$ cat src/rtl/pic8_pkg.sv
package pic8_pkg;
  localparam int N_IRQ = 8;
  localparam int IDX_W = $clog2(N_IRQ);
  localparam int DW    = 8;
  localparam int BASE_W = DW - IDX_W;
  localparam logic [2:0] OCW_EOI_NS = 3'b001;

  typedef enum logic [2:0] {ST_OFF, ST_ICW2, ST_ICW3, ST_ICW4, ST_RUN} init_st_e;

  typedef struct packed {
    logic             hit;
    logic [IDX_W-1:0] idx;
  } pick_t;

  // lowest set index wins
  function automatic pick_t pick_first(input logic [N_IRQ-1:0] v);
    pick_t p;
    p = '0;
    for (int i = N_IRQ - 1; i >= 0; i--) begin
      if (v[i]) begin
        p.hit = 1'b1;
        p.idx = IDX_W'(i);
      end
    end
    return p;
  endfunction
endpackage

$ cat src/rtl/pic8_init.sv
module pic8_init
  import pic8_pkg::*;
(
  input  logic              clk_i,
  input  logic              rst_ni,
  input  logic              wr_i,
  input  logic              a0_i,
  input  logic [DW-1:0]     din_i,
  output logic              ready_o,
  output logic              clr_o,
  output logic              eoi_o,
  output logic [BASE_W-1:0] base_o,
  output logic              level_o,
  output logic              aeoi_o,
  output logic              buf_o,
  output logic              ms_o,
  output logic [N_IRQ-1:0]  imr_o
);
  init_st_e st_q;
  logic single_q, need4_q;

  assign clr_o   = wr_i & ~a0_i & din_i[4];
  assign ready_o = (st_q == ST_RUN);
  assign eoi_o   = wr_i & ~a0_i & ~din_i[4] & ~din_i[3] &
                   (din_i[7:5] == OCW_EOI_NS) & ready_o;

  always_ff @(posedge clk_i or negedge rst_ni) begin
    if (!rst_ni) begin
      st_q     <= ST_OFF;
      single_q <= 1'b0;
      need4_q  <= 1'b0;
      base_o   <= '0;
      level_o  <= 1'b0;
      aeoi_o   <= 1'b0;
      buf_o    <= 1'b0;
      ms_o     <= 1'b0;
      imr_o    <= '0;
    end else if (clr_o) begin
      st_q     <= ST_ICW2;
      single_q <= din_i[1];
      need4_q  <= din_i[0];
      level_o  <= din_i[3];
      aeoi_o   <= 1'b0;
      buf_o    <= 1'b0;
      ms_o     <= 1'b0;
      imr_o    <= '0;
    end else if (wr_i && a0_i) begin
      case (st_q)
        ST_ICW2: begin
          base_o <= din_i[DW-1:IDX_W];
          if (!single_q)    st_q <= ST_ICW3;
          else if (need4_q) st_q <= ST_ICW4;
          else              st_q <= ST_RUN;
        end
        // cascade word accepted, no cascade bus here
        ST_ICW3: st_q <= need4_q ? ST_ICW4 : ST_RUN;
        ST_ICW4: begin
          aeoi_o <= din_i[1];
          ms_o   <= din_i[2];
          buf_o  <= din_i[3];
          st_q   <= ST_RUN;
        end
        ST_RUN:  imr_o <= din_i;
        default: ;
      endcase
    end
  end
endmodule

$ cat src/rtl/pic8_irr.sv
module pic8_irr
  import pic8_pkg::*;
(
  input  logic             clk_i,
  input  logic             rst_ni,
  input  logic             clr_i,
  input  logic             level_i,
  input  logic [N_IRQ-1:0] ir_i,
  input  logic             ack_i,
  input  logic [IDX_W-1:0] ack_idx_i,
  output logic [N_IRQ-1:0] irr_o
);
  logic [N_IRQ-1:0] prev_q, irr_d, ack_mask;

  always_comb begin
    ack_mask = '0;
    if (ack_i) ack_mask[ack_idx_i] = 1'b1;
    if (clr_i)        irr_d = '0;
    else if (level_i) irr_d = ir_i & ~ack_mask;
    else              irr_d = (irr_o | (ir_i & ~prev_q)) & ~ack_mask;
  end

  always_ff @(posedge clk_i or negedge rst_ni) begin
    if (!rst_ni) begin
      prev_q <= '0;
      irr_o  <= '0;
    end else begin
      prev_q <= ir_i;
      irr_o  <= irr_d;
    end
  end
endmodule

$ cat src/rtl/pic8_arb.sv
module pic8_arb
  import pic8_pkg::*;
(
  input  logic             clk_i,
  input  logic             rst_ni,
  input  logic             clr_i,
  input  logic             run_i,
  input  logic [N_IRQ-1:0] irr_i,
  input  logic [N_IRQ-1:0] imr_i,
  input  logic             inta_i,
  input  logic             aeoi_i,
  input  logic             eoi_i,
  output logic             int_o,
  output logic             ack_ok_o,
  output logic [IDX_W-1:0] win_idx_o,
  output logic [N_IRQ-1:0] isr_o
);
  pick_t pw, ps;
  logic [N_IRQ-1:0] isr_d;

  assign pw        = pick_first(irr_i & ~imr_i);
  assign ps        = pick_first(isr_o);
  assign win_idx_o = pw.idx;
  assign int_o     = run_i & pw.hit & (~ps.hit | (pw.idx < ps.idx));
  assign ack_ok_o  = inta_i & int_o;

  always_comb begin
    isr_d = isr_o;
    if (eoi_i && ps.hit)       isr_d[ps.idx] = 1'b0;
    if (ack_ok_o && !aeoi_i)   isr_d[pw.idx] = 1'b1;
    if (clr_i)                 isr_d = '0;
  end

  always_ff @(posedge clk_i or negedge rst_ni) begin
    if (!rst_ni) isr_o <= '0;
    else         isr_o <= isr_d;
  end
endmodule

$ cat src/rtl/pic8_core.sv
module pic8_core
  import pic8_pkg::*;
(
  input  logic             clk_i,
  input  logic             rst_ni,
  input  logic             cs_i,
  input  logic             wr_i,
  input  logic             rd_i,
  input  logic             a0_i,
  input  logic [DW-1:0]    din_i,
  output logic [DW-1:0]    dout_o,
  output logic             dout_en_o,
  input  logic [N_IRQ-1:0] ir_i,
  input  logic             inta_i,
  output logic             int_o,
  input  logic             spen_i,
  output logic             spen_o,
  output logic             spen_oe_o,
  output logic             master_o
);
  logic              ready_w, clr_w, eoi_w, level_w, aeoi_w, buf_w, ms_w, ack_ok_w;
  logic [BASE_W-1:0] base_w;
  logic [N_IRQ-1:0]  imr_w, irr_w, isr_w;
  logic [IDX_W-1:0]  win_w;

  pic8_init u_init (
    .clk_i, .rst_ni,
    .wr_i    (cs_i & wr_i),
    .a0_i, .din_i,
    .ready_o (ready_w),
    .clr_o   (clr_w),
    .eoi_o   (eoi_w),
    .base_o  (base_w),
    .level_o (level_w),
    .aeoi_o  (aeoi_w),
    .buf_o   (buf_w),
    .ms_o    (ms_w),
    .imr_o   (imr_w)
  );

  pic8_irr u_irr (
    .clk_i, .rst_ni,
    .clr_i     (clr_w),
    .level_i   (level_w),
    .ir_i,
    .ack_i     (ack_ok_w),
    .ack_idx_i (win_w),
    .irr_o     (irr_w)
  );

  pic8_arb u_arb (
    .clk_i, .rst_ni,
    .clr_i     (clr_w),
    .run_i     (ready_w),
    .irr_i     (irr_w),
    .imr_i     (imr_w),
    .inta_i,
    .aeoi_i    (aeoi_w),
    .eoi_i     (eoi_w),
    .int_o,
    .ack_ok_o  (ack_ok_w),
    .win_idx_o (win_w),
    .isr_o     (isr_w)
  );

  assign dout_en_o = inta_i | (cs_i & rd_i);
  assign dout_o    = inta_i ? {base_w, win_w} : (a0_i ? imr_w : irr_w);
  assign spen_oe_o = buf_w;
  assign spen_o    = buf_w & dout_en_o;
  assign master_o  = buf_w ? ms_w : spen_i;
endmodule

$ cat config.mk
export PLATFORM = sky130hd
export DESIGN_NAME = pic8_core
export DESIGN_NICKNAME = d
export VERILOG_FILES = /design/src/rtl/pic8_pkg.sv /design/src/rtl/pic8_init.sv /design/src/rtl/pic8_irr.sv /design/src/rtl/pic8_arb.sv /design/src/rtl/pic8_core.sv
export SDC_FILE = /design/constraint.sdc
export NUM_CORES = 1
export LEC_CHECK = 0
export BUFFER_PORTS_ARGS = -buffer_cell sky130_fd_sc_hd__buf_2
export CELL_PAD_IN_SITES_DETAIL_PLACEMENT = 0
export CELL_PAD_IN_SITES_GLOBAL_PLACEMENT = 1
export CORE_ASPECT_RATIO = 1.25
export CORE_MARGIN = 4
export CORE_UTILIZATION = 47
export DETAILED_ROUTE_END_ITERATION = 10
export GPL_ROUTABILITY_DRIVEN = 0
export PLACE_DENSITY_LB_ADDON = 0.1
export SYNTH_ARGS = -nofsm -noshare
export SYNTH_HDL_FRONTEND = slang
export SYNTH_SLANG_ARGS = --single-unit
export TNS_END_PERCENT = 20
$ cat constraint.sdc
create_clock -name clk_i -period 4.2 [get_ports clk_i]
set_input_delay 0.84 -clock clk_i [delete_from_list [all_inputs] [get_ports clk_i]]
set_output_delay 0.84 -clock clk_i [all_outputs]
set_load 0.005 [all_outputs]
# Word level (Yosys, flattened, before mapping)
# Cells that the tools add are included.
totals:
  register_bits: 46
  latchBits: 0
  mem_bits_rw: 0
  romBits: 0
  input_bits: 24
  output_inout_bits: 13
  word_cells: 112
  mem_count: 0
classes:
  add_sub_neg: 0
  n_mul: 0
  div: 0
  magnitude_cmp: 5
  eq_ne: 5
  shift: 0
  muxes: 46
  bitwise_logic: 30
  n_reduce_logical: 14
ops:
  columns: ["cell", "n"]
  rows:
  - ["2-to-1 mux 8 bit", 11]
  - ["2-to-1 mux 4 bit", 16]
  - ["AND 8 bit", 5]
  - ["NOT 8 bit", 4]
  - ["bitwise OR 8 bit", 2]
  - ["AND 1 bit", 12]
  - ["2-to-1 mux 1 bit", 12]
  - ["2-to-1 mux 3 bit", 4]
  - ["case mux 3 bit (3 select lines)", 1]
  - ["less-than comparator 3 x 4 -> 1 bit, second input constant", 2]
  - ["demux 1 bit (select 3 bit)", 2]
  - ["== test 3 x 1 -> 1 bit, second input constant", 2]
  - ["== test 3 x 2 -> 1 bit, second input constant", 2]
  - ["greater-or-equal comparator 3 x 1 -> 1 bit, second input constant", 2]
  - ["AND reduction 2 bit", 3]
  - ["nonzero test 2 bit", 3]
  - ["logical AND 1 bit", 5]
  - ["NOT 1 bit", 5]
  - ["nonzero test 4 bit", 1]
  - ["== test 3 bit, second input constant", 1]
  - ["less-than comparator 3 bit", 1]
  - ["AND reduction 3 bit", 1]
  - ["bitwise OR 1 bit", 2]
  - ["logical NOT 1 bit", 1]

# Logic depth before layout (Yosys ltp)
depth:
  ltp_word: 19
  ltp_mapped: 10
  mapped_depth_nobuf: 10

# Cells and area by module
# Synthesis repeated with hierarchy kept, for this count alone.
unflattened:
  cells_unflattened: 272
  hier_area_um2: 2646.3
by_module_without_submodules:
  columns: ["mod", "n_inst", "cells_each", "area_each_um2", "seq_area_each_um2"]
  rows:
  - ["pic8_init", 1, 99, 1051.0, 550.5]
  - ["pic8_arb", 1, 88, 730.7, 200.2]
  - ["pic8_irr", 1, 55, 664.4, 400.4]
  - ["pic8_core", 1, 30, 200.2, 0.0]

# Worst setup path after synthesis
# No wires, ideal clock.
synth_path:
  path_type: "reg-to-output"
  start: "register u_arb.isr_o[0]"
  end: "output port int_o"
  arrival_ns: 1.768
  required_time_ns: 3.360
  slack_ns: 1.592
  stages_incl_launch_ff: 9
  n_path_buf: 1
  path_cell_list: "dfrtp_1 > buf_2 > nor4_2 > nand2b_1 > ha_1 > a21oi_1 > a21boi_1 > a21oi_1 > nor2_1"
synth_between:
  elab_chain_len: 4
  word_cells_on_any_way: 5
  classes_between: "order compare: 1; mux: 1; bitwise: 3"
synth_rtl:
  columns: ["item", "line_no", "rtl"]
  rows:
  - ["from (decl)", "pic8_arb.sv:16", "output logic [N_IRQ-1:0] isr_o"]
  - ["from (signal assigned)", "pic8_arb.sv:36", "else isr_o <= isr_d;"]
  - ["2-to-1 mux 4 bit *", "pic8_pkg.sv:20", "if (v[i]) begin"]
  - ["less-than comparator 3 bit or NOT 1 bit (tied branches)", "pic8_arb.sv:24", "assign int_o = run_i & pw.hit & (~ps.hit | (pw.idx < ps.idx));"]
  - ["bitwise OR 1 bit *", "pic8_arb.sv:24", null]
  - ["AND 1 bit *", "pic8_arb.sv:24", null]
  - ["to (decl)", "pic8_core.sv:15", "output logic int_o,"]
# Mark *: on every way between the ends. The rest lies on a longest branch, timed or not.

# Final worst setup path
layout_path:
  start: "register u_init.imr_o[4]"
  end: "output port int_o"
layout_between:
  elab_chain_len: 10
  word_cells_on_any_way: 11
  classes_between: "order compare: 1; mux: 5; bitwise: 5"
layout_rtl:
  columns: ["item", "line_no", "rtl"]
  rows:
  - ["from (decl)", "pic8_init.sv:17", "output logic [N_IRQ-1:0] imr_o"]
  - ["from (signal assigned)", "pic8_init.sv:63", "ST_RUN: imr_o <= din_i;"]
  - ["NOT 8 bit *", "pic8_arb.sv:21", "assign pw = pick_first(irr_i & ~imr_i);"]
  - ["AND 8 bit *", "pic8_arb.sv:21", null]
  - ["2-to-1 mux 4 bit * (5 in series)", "pic8_pkg.sv:20", null]
  - ["less-than comparator 3 bit", "pic8_arb.sv:24", null]
  - ["bitwise OR 1 bit", "pic8_arb.sv:24", null]
  - ["AND 1 bit *", "pic8_arb.sv:24", null]
# Marks and branches as above.

==> summary.md <==
| Metric | Value |
|---|---|
| Arrival time reported for the critical path endpoint | 2.42 ns |
| Mapped Area | 0.00252 mm² |
| Total setup violations reported at the end of the flow | 0 |
| Number of max-slew violations in the final report | 0 |
| Placed wire-length estimate | 4.54 mm |
| Clock latency of the later-clocked register in the worst-skew pair | 0.30 ns |
| First-pass GRT wire length | 10.1 mm |
| Post-route worst setup slack | 0.944 ns |
| Biggest fanout along the worst timing path | 4 |
| Antenna Cells | 0 |
| Maximum number of pins on one net before global-route repair | 47 |
| 1st-iter DRT viols | 90 |
| Design Area, Final | 0.00285 mm² |
| CTS resizes | 0 |
| Die Height | 89.9 µm |
| Width of the chip | 73.5 µm |
| Avg Cell Area, Syn | 9.78 µm² |
| Maximum number of buffers from clock root to sink | 2 |
| CP dominant cell by count | a21oi_1 |
| Number of placement rows | 29 |
| Fin Clk Skew | 0.00634 ns |
| Util after Layout | 55.3% |
| Leading register cell type out of synthesis | dfrtp_1 |
| Peak supply drop | 0.242 mV |
| Overall routing resource usage | 19.7% |
| Die area | 0.00661 mm² |
| Library cell contributing the largest single delay on the critical path | dfrtp_1 |
| Top post-synthesis cells by count | dfrtp_1 (46), nand2_1 (38), o21ai_0 (20) |
| Most numerous cell in the Yosys netlist | dfrtp_1 |
| Hold violation count in the final report | 0 |
| Critical path's top delay family | compound AO/OA/AOI/OAI gates |
| DRT antenna net count | 0 |
| Power Density | 556 mW/mm² |
| Number of enable-type register cells in the synthesized netlist | 0 |
| Root buf cell | clkbuf_8 |
| Number of global-route vias before repair | 1983 |
| Time the worst path needs with I/O delays and setup | 3.26 ns |
| Buffer count from post-CTS setup fixing | 0 |
| Number of warning messages in the yosys log | 0 |
| Remaining Overflow, GRT | 0 |
| CTS tree | built |
| Ratio of cells with drive above 1 in the final layout | 24.7% |
| Initial Utilization | 49.0% |
| Core box area | 0.00515 mm² |
| Final #Nets | 320 |
| Post-synthesis sequential area ratio | 45.6% |
| Clock Pin Slew Worst Setup and Hold Paths | 0.09 ns |
| Post-synth top area cell | dfrtp_1 |
| Fraction of registers with async set/reset | 100% |
| Share of the clock period used by the worst path after layout | 77.5% |
| Number of maximum-capacitance constraint violations | 0 |
| Layout overhead on the synthesized area | 13.0% |
| Flops & latches, synth | 46 |
| Total wirelength of the detailed-routed design | 6.06 mm |
| Antenna violations before repair | 0 |
| Unrepaired setup endpoints after global routing | false |
| Transition at the pin with the smallest max-transition slack | 1.02 ns |
| Start-to-end type of the worst setup path | flip-flop to output port |
| Run status | completed |
| Iteration count of the initial detailed-routing pass | 4 |
| Dpl ws | 1.30 ns |
| Via count | 2005 |
| Distinct cell type count of the synthesized netlist | 49 |
| Element type at the critical path start | flip-flop |
| Final sum of negative setup slack | 0 ns |
| Stage delay of the slowest cell on the critical path | 0.40 ns |
| Timing-limited maximum frequency | 0.307 GHz |
| Top-level port count | 37 |
| Hold Buf Count CTS | 0 |
| Static leakage | 1.31 nW |
| Dpl cell area | 0.00274 mm² |
| Data required time of the worst path | 3.36 ns |
| Clock buffers created by TritonCTS | 5 |
| Leading cell types by total area after synthesis | dfrtp_1 (46%), nand2_1 (5.7%), mux2i_1 (4.4%) |
| Placed cell count | 349 |
| Number of buffers added on ports | 36 |
| Level count of the clock H-tree | 2 |
| Number of remaining DRC errors | 0 |
| Post-detailed-route wirelength per cell | 17.0 µm |
| Layout Cells excl Fill | 357 |
| Fill count | 503 |
| Crit path buffers/inverters | 1 |
| Net Count, Synth | 284 |
| Sink Count | 46 |
| Number of instances in the synthesized netlist | 258 |
| Slew Limit Headroom | 31.9% |
| Critical Path, Cell by Cell | nand2b_2 > o2111ai_1 > nor2b_1 > ha_1 > a21oi_1 > a21boi_1 > a21oi_1 > nor2_1 > buf_2 |
| Endpoint type of the worst setup path | output port |
| Yosys top cell area share | 45.6% |
| Worst min-delay path class | flip-flop to flip-flop |
| Detailed-route vias per instance | 5.62 |
[state kept, by name, indices dropped and copies added (netlist names)]
register / count
u_arb.isr_o: 8
u_init.imr_o: 8
u_irr.irr_o: 8
u_irr.prev_q: 8
u_init.base_o: 5
u_init.st_q: 3
u_init.aeoi_o: 1
u_init.buf_o: 1
u_init.level_o: 1
u_init.ms_o: 1
u_init.need4_q: 1
u_init.single_q: 1
[final timing paths]
check | startpoint | end | slack, ns | cells past startpoint
setup / recovery | u_init.imr_o[4] | int_o | 0.94 | 9
hold / removal | u_init.single_q | u_init.single_q | 0.51 | 2
setup reg to reg | u_init.imr_o[4] | u_arb.isr_o[4] | 1.88 | 8
hold reg to reg | u_init.single_q | u_init.single_q | 0.51 | 2
max in group asynchronous | rst_ni | u_init.base_o[4] | 2.86 | 1
min in group asynchronous | rst_ni | u_init.ms_o | 0.71 | 1
[cells in the final DEF, fill, tap and decap left out, drive strengths merged, types with 2 or more instances in the layout]
cell type,instances
o211ai,4
o21ai,27
mux2i,11
nand2b,9
a21oi,14
nor3,4
nand3,5
buf,36
nor2,21
o211a,3
nor2b,5
a211oi,6
mux2,6
clkinvlp,2
nor3b,4
inv,7
nand2,38
a22o,6
ha,2
a21boi,8
and2,4
nor4,2
a21o,3
o22ai,2
dfrtp,46
nand4,2
a221oi,2
clkbuf,5
[kinds of logic after synthesis]
group | synth area share, %
adder cells (fa/ha/maj) | 0.992
AND/OR/NAND/NOR | 21.1
buffers and inverters | 2.73
multiplexers | 7.04
flip-flops | 45.6
AO/OA/AOI/OAI | 22.5
[worst register-to-register path: stages, from the launching register on]
cell       delay, ns
dfrtp_1         0.40
nand2b_2        0.21
o2111ai_1       0.18
nor2b_1         0.24
ha_1            0.27
a21oi_1         0.18
a21boi_1        0.28
o211ai_1        0.24
o22ai_1         0.22
[cell type report]
cell class              count  area, µm²  share of cell area (%)
clock buffers               5       68.8                    2.41
flip-flops and latches     46       1150                    40.4
repair buffers             36        180                    6.32
clock inverters             3       45.0                    1.58
inverters                   7       26.3                   0.921
well taps                  62       77.6                    2.72
multi-input cells         198       1300                    45.7
[through the flow]
step                      hold slack, ns  power, mW
after floorplan                    0.469       1.09
after global placement             0.489       1.25
after detailed placement           0.494       1.26
after CTS                          0.517       1.60
after global routing               0.531       1.71
final                              0.507       1.58
[where the power goes]
part | switching, mW | leakage [nW] | internal, mW
logic | 0.327 | 0.683 | 0.257
clock network | 0.156 | 0.0504 | 0.177
registers | 0.112 | 0.581 | 0.555
total | 0.595 | 1.31 | 0.990
[routing by layer]
layer	wire length [µm]	track usage, %	vias to the layer above
met4	77	4.53	0
met2	3180	33.2	24
met5	0	0	-
met3	132	3.13	9
met1	2670	25.9	973
li1	-	-	999
Power figures use the tool's default switching activity.
